$ cat src/rtl/tsel_pkg.sv
package tsel_pkg;
   typedef enum logic [2:0] {
      TM_SHIFT  = 3'b000,
      TM_HIGH   = 3'b001,
      TM_REFDIV = 3'b010,
      TM_FBDIV  = 3'b011,
      TM_FCOPY  = 3'b100,
      TM_LOW    = 3'b101,
      TM_SCLK   = 3'b110,
      TM_FQUART = 3'b111
   } tmode_e;
endpackage

$ cat src/rtl/tsel_sync.sv
module tsel_sync #(
   parameter int STAGES = 2
) (
   input  logic clk,
   input  logic rst_n,
   input  logic din,
   output logic dout
);
   logic [STAGES-1:0] sh;

   generate
      if (STAGES < 1) begin : g_bad_stages
         $error("tsel_sync: STAGES must be at least 1");
      end
      if (STAGES == 1) begin : g_one
         always_ff @(posedge clk) begin
            if (!rst_n) sh <= '0;
            else        sh <= din;
         end
      end else begin : g_chain
         always_ff @(posedge clk) begin
            if (!rst_n) sh <= '0;
            else        sh <= {sh[STAGES-2:0], din};
         end
      end
   endgenerate

   assign dout = sh[STAGES-1];
endmodule

$ cat src/rtl/tsel_p2div.sv
module tsel_p2div #(
   parameter int MAXLOG = 4,
   localparam int LW    = $clog2(MAXLOG + 1)
) (
   input  logic          clk,
   input  logic          rst_n,
   input  logic          clr,
   input  logic          src_lvl,
   input  logic [LW-1:0] sel,
   output logic          out
);
   logic [MAXLOG-1:0] cnt;
   logic              prev;
   logic              rise;

   generate
      if (MAXLOG < 1) begin : g_bad_log
         $error("tsel_p2div: MAXLOG must be at least 1");
      end
   endgenerate

   assign rise = src_lvl & ~prev;

   always_ff @(posedge clk) begin
      if (!rst_n) begin
         cnt  <= '0;
         prev <= 1'b0;
      end else if (clr) begin
         cnt  <= '0;
         prev <= src_lvl;
      end else begin
         prev <= src_lvl;
         if (rise) cnt <= cnt + 1'b1;
      end
   end

   always_comb begin
      out = src_lvl;
      for (int i = 1; i <= MAXLOG; i++) begin
         if (sel == LW'(i)) out = cnt[i-1];
      end
   end
endmodule

$ cat src/rtl/tsel_mdiv.sv
module tsel_mdiv #(
   parameter int MW = 9
) (
   input  logic          clk,
   input  logic          rst_n,
   input  logic          clr,
   input  logic          src_lvl,
   input  logic [MW-1:0] m,
   output logic          out
);
   logic [MW-1:0] cnt;
   logic [MW-1:0] lim;
   logic          prev;
   logic          tog;
   logic          rise;

   generate
      if (MW < 2) begin : g_bad_mw
         $error("tsel_mdiv: MW must be at least 2");
      end
   endgenerate

   assign rise = src_lvl & ~prev;
   assign lim  = (m == '0) ? '0 : m - 1'b1;

   always_ff @(posedge clk) begin
      if (!rst_n) begin
         cnt  <= '0;
         prev <= 1'b0;
         tog  <= 1'b0;
      end else if (clr) begin
         cnt  <= '0;
         prev <= src_lvl;
         tog  <= 1'b0;
      end else begin
         prev <= src_lvl;
         if (rise) begin
            if (cnt >= lim) begin
               cnt <= '0;
               tog <= ~tog;
            end else begin
               cnt <= cnt + 1'b1;
            end
         end
      end
   end

   assign out = tog;
endmodule

$ cat src/rtl/tsel_top.sv
module tsel_top
   import tsel_pkg::*;
#(
   parameter int MW          = 9,
   parameter int NW          = 2,
   parameter int SYNC_STAGES = 2,
   parameter int REF_LOG2    = 4,
   parameter int FOUT_LOG2   = 2,
   localparam int NMAX      = (1 << NW) - 1,
   localparam int REF_LW    = $clog2(REF_LOG2 + 1),
   localparam int FOUT_LW   = $clog2(FOUT_LOG2 + 1)
) (
   input  logic          clk,
   input  logic          rst_n,
   input  logic [2:0]    t_code,
   input  logic [MW-1:0] m_val,
   input  logic [NW-1:0] n_code,
   input  logic          sr_out,
   input  logic          ref_clk,
   input  logic          vco_clk,
   input  logic          sclk,
   input  logic          fout_in,
   output logic          test_out,
   output logic          main_out
);
   tmode_e t_q;
   logic   restart;
   logic   ref_s, vco_s, sclk_s, fout_s;
   logic   m_src;
   logic   ref_div, m_div, n_div, fout_div;

   generate
      if (NW < 1) begin : g_bad_nw
         $error("tsel_top: NW must be at least 1");
      end
      if (REF_LOG2 < 1 || FOUT_LOG2 < 1) begin : g_bad_fixed
         $error("tsel_top: fixed divider exponents must be at least 1");
      end
   endgenerate

   assign restart = (t_code != t_q);

   always_ff @(posedge clk) begin
      if (!rst_n) t_q <= TM_SHIFT;
      else        t_q <= tmode_e'(t_code);
   end

   tsel_sync #(.STAGES(SYNC_STAGES)) u_sync_ref  (.clk, .rst_n, .din(ref_clk), .dout(ref_s));
   tsel_sync #(.STAGES(SYNC_STAGES)) u_sync_vco  (.clk, .rst_n, .din(vco_clk), .dout(vco_s));
   tsel_sync #(.STAGES(SYNC_STAGES)) u_sync_sclk (.clk, .rst_n, .din(sclk),    .dout(sclk_s));
   tsel_sync #(.STAGES(SYNC_STAGES)) u_sync_fout (.clk, .rst_n, .din(fout_in), .dout(fout_s));

   assign m_src = (t_q == TM_SCLK) ? sclk_s : vco_s;

   tsel_p2div #(.MAXLOG(REF_LOG2)) u_refdiv (
      .clk, .rst_n, .clr(restart), .src_lvl(ref_s),
      .sel(REF_LW'(REF_LOG2)), .out(ref_div)
   );

   tsel_mdiv #(.MW(MW)) u_mdiv (
      .clk, .rst_n, .clr(restart), .src_lvl(m_src), .m(m_val), .out(m_div)
   );

   tsel_p2div #(.MAXLOG(NMAX)) u_ndiv (
      .clk, .rst_n, .clr(restart), .src_lvl(sclk_s), .sel(n_code), .out(n_div)
   );

   tsel_p2div #(.MAXLOG(FOUT_LOG2)) u_foutdiv (
      .clk, .rst_n, .clr(restart), .src_lvl(fout_s),
      .sel(FOUT_LW'(FOUT_LOG2)), .out(fout_div)
   );

   always_comb begin
      unique case (t_q)
         TM_SHIFT:  test_out = sr_out;
         TM_HIGH:   test_out = 1'b1;
         TM_REFDIV: test_out = ref_div;
         TM_FBDIV:  test_out = m_div;
         TM_FCOPY:  test_out = fout_in;
         TM_LOW:    test_out = 1'b0;
         TM_SCLK:   test_out = m_div;
         TM_FQUART: test_out = fout_div;
         default:   test_out = 1'b0;
      endcase
   end

   assign main_out = (t_q == TM_SCLK) ? n_div : fout_in;
endmodule

$ cat config.mk
export PLATFORM = sky130hd
export DESIGN_NAME = tsel_top
export DESIGN_NICKNAME = d
export VERILOG_FILES = /design/src/rtl/tsel_pkg.sv /design/src/rtl/tsel_sync.sv /design/src/rtl/tsel_p2div.sv /design/src/rtl/tsel_mdiv.sv /design/src/rtl/tsel_top.sv
export SDC_FILE = /design/constraint.sdc
export NUM_CORES = 1
export LEC_CHECK = 0
export BUFFER_PORTS_ARGS = -buffer_cell sky130_fd_sc_hd__buf_2
export CORE_UTILIZATION = 40
export CTS_CLUSTER_DIAMETER = 120
export CTS_CLUSTER_SIZE = 8
export DETAILED_ROUTE_END_ITERATION = 10
export PLACE_DENSITY = 0.6
export SLEW_MARGIN = 20
export SYNTH_ARGS = -nofsm -noshare
export SYNTH_HDL_FRONTEND = slang
export SYNTH_SLANG_ARGS = --single-unit
export TNS_END_PERCENT = 10
$ cat constraint.sdc
create_clock -name clk -period 7.55 [get_ports clk]
set_input_delay 1.1325 -clock clk [delete_from_list [all_inputs] [get_ports clk]]
set_output_delay 1.1325 -clock clk [all_outputs]
set_load 0.02 [all_outputs]
==> run summary <==
Status -> complete, no violations
Final Critical Period -> 4050 ps
Unique masters post-synth -> 37
Main synth FF type -> dfxtp_1
R2R setup slack -> 5180 ps
Synth area leader -> dfxtp_1
FF-to-FF Start -> u_mdiv.cnt[0]
Worst slew pin tran -> 912 ps
Setup crit start -> m_val[4]
Die Height -> 69.2 µm
First-pass GRT wire length -> 5.49 mm
Area after DPL -> 1950 µm²
Max_slew headroom -> 39.1%
DR iter-0 viols -> 71
CTS Sinks -> 34
CP bufs+invs -> 1
R2R depth -> 7
Layout Utilization -> 46.7%
Total number of vias -> 1432
Fin crit share -> 53.7%
FF/Latch Area -> 681 µm²
Worst Hold Path Cells -> 1
First drt pass iteration count -> 4
Finished Layout Cells -> 281
Slew Viols, Final -> 0
Reg clk slew, reported paths -> 70 ps
CTS resizes -> 0
Fin Hold WS -> 435 ps
Seq cells post-synth -> 34
Final #Nets -> 263
Clock latency on the worst-skew pair -> 280 ps
Most frequent cells in the layout -> dfxtp_1, nand2_1, buf_2
Startpoint Class -> primary input
N_diodes -> 0
Initial antenna violation count -> 0
Routability Congestion -> 0.690
Share of flip-flops with an asynchronous set or reset -> 0%
EDFF count, synth -> 0
Synth Instances -> 206
H-tree depth -> 2
Top-area cell type share of the netlist area -> 37.6%
WL final -> 3.21 mm
DP HPWL -> 2.34 mm
Gr usage total -> 14.1%
CP Capture Type -> register
Slowest cell on crit path -> a211oi_2
Commonest non-fill, non-tap cell in the layout -> dfxtp_1
Crit path kind -> primary input to register
GRT overflow -> 0
Fill cell count -> 427
Reg-to-Reg End -> u_mdiv.cnt[6]
TritonCTS Buffers -> 5
Crit path cell chain -> buf_2 -> nor4_2 -> nand2_1 -> or4_1 -> and2_4 -> ha_1 -> nand2b_1 -> a41o_1 -> a211oi_2 -> o21ai_0 -> a21oi_1
Syn Area/Cell -> 8.78 µm²
Number of global-route vias before repair -> 1233
RSZ-0062 raised after global routing -> false
Max cap viols -> 0
Die area -> 4790 µm²
Worst Skew -> 3.92 ps
Cts hold-fix bufs -> 0
Residual DRC count -> 0
Longest Clk Path Bufs -> 2
Max incr delay on CP -> 750 ps
Layout cells sized above 1 -> 15.7%
Die Wd -> 69.2 µm
Number of port buffers -> 22
Fin Setup TNS -> 0 ps
Hold endpoint -> u_sync_vco.sh[1]
Layout Area Growth over Synthesis -> 12.5%
CTS root buffer -> clkbuf_8
Pwr per Cell Area -> 170 nW/µm²
CTS tree -> done
Post-route cell area -> 2030 µm²
Worst vdd ir -> 0.000119 V
Crit path DAT -> 4250 ps
# setup viols final -> 0
Area of the multi-input gates -> 1080 µm²
F_max -> 0.247 GHz
Synth top area cells -> dfxtp_1, ha_1, and2_1
Hold Vio Cnt, Final -> 0
Vias per cell -> 5.10
CP Max Fanout -> 16
CORE AREA -> 4350 µm²
Syn nets -> 240
Startpoint of the worst hold path -> u_sync_vco.sh[0]
Netlist area before placement -> 1810 µm²
ANT nets after route -> 0
CP Data Required Time -> 7750 ps
Post-CTS Setup Inserts -> 0
Sequential-to-total area share from yosys stat -> 37.6%
Routed len/inst -> 11.4 µm
Starting Density -> 41.5%
Io pins -> 23
# rows -> 24
Largest net degree at the start of global routing -> 20
Leakage -> 0.831 nW
Placed insts -> 274
Worst Hold Class -> register to register
Worst path top cell family by delay -> compound AO/OA/AOI/OAI gates
Synth warn -> 0
cells in the mapped netlist, types with 2 or more instances:
cell      instances
dfxtp_1          34
nand2_1          26
and2_1           16
nor2_1           15
ha_1             13
nand3_1          12
a21oi_1           9
xnor2_1           9
nor2b_1           7
xor2_1            7
o21ai_0           6
a31oi_1           5
inv_1             5
mux2i_1           5
nand4_1           5
nor3_1            5
buf_2             3
and3_1            2
clkbuf_1          2
mux2_2            2
nand2b_1          2
routing by layer:
metal | vias to the layer above | GRT usage [%] | wire [µm]
li1 | 756 | - | -
met1 | 655 | 19.5 | 1620
met2 | 16 | 21.1 | 1460
met3 | 5 | 3.92 | 91
met4 | 0 | 4.54 | 42
met5 | - | 0 | 0
area by class of cell:
| type | count | share of cell area (%) |
|---|---|---|
| clock buffer | 6 | 3.57 |
| clock inverter | 1 | 0.369 |
| inverter | 5 | 0.923 |
| multi-input combinational | 161 | 53.0 |
| sequential | 34 | 33.5 |
| tap | 52 | 3.20 |
| timing repair buffer | 22 | 5.42 |
registers in the layout (all words and copies together), names as in the netlist:
name            cells
u_sync_sclk.sh      2
u_sync_vco.sh       2
u_foutdiv.prev      1
u_refdiv.cnt        4
u_mdiv.cnt          9
u_mdiv.prev         1
u_sync_fout.sh      2
u_refdiv.prev       1
u_ndiv.cnt          3
u_foutdiv.cnt       2
t_q                 3
u_sync_ref.sh       2
u_ndiv.prev         1
u_mdiv.out          1
worst max path at each step:
stage | endpoint | slack [ps] | depth (start not counted)
global route | u_mdiv.cnt[6] | 3190 | 11
global placement | u_mdiv.cnt[6] | 3260 | 11
floorplan | u_mdiv.cnt[3] | 3890 | 12
CTS | u_mdiv.cnt[6] | 3470 | 11
finish | u_mdiv.cnt[6] | 3500 | 11
detailed placement | u_mdiv.cnt[6] | 3180 | 11
kinds of logic after synthesis:
| group | after synthesis | synth area share [%] |
|---|---|---|
| compound gates | 25 | 8.30 |
| mux | 8 | 5.26 |
| fa+ha+maj | 13 | 9.00 |
| buf+inv | 11 | 2.91 |
| flops | 34 | 37.6 |
| xor+xnor | 16 | 7.75 |
| simple gates | 99 | 29.1 |
where the power goes:
part	leakage (nW)	switching, mW	internal [mW]
Clock	0.0373	0.0639	0.0631
Combinational	0.517	0.0171	0.0162
Sequential	0.277	0.00275	0.183
through the flow:
step	power (mW)	setup slack, ps
2_1_floorplan	0.211	3890
3_3_place_gp	0.223	3260
3_5_place_dp	0.223	3180
4_1_cts	0.351	3470
5_1_grt	0.363	3190
6_report	0.346	3500
(Power assumes the default switching activity.)
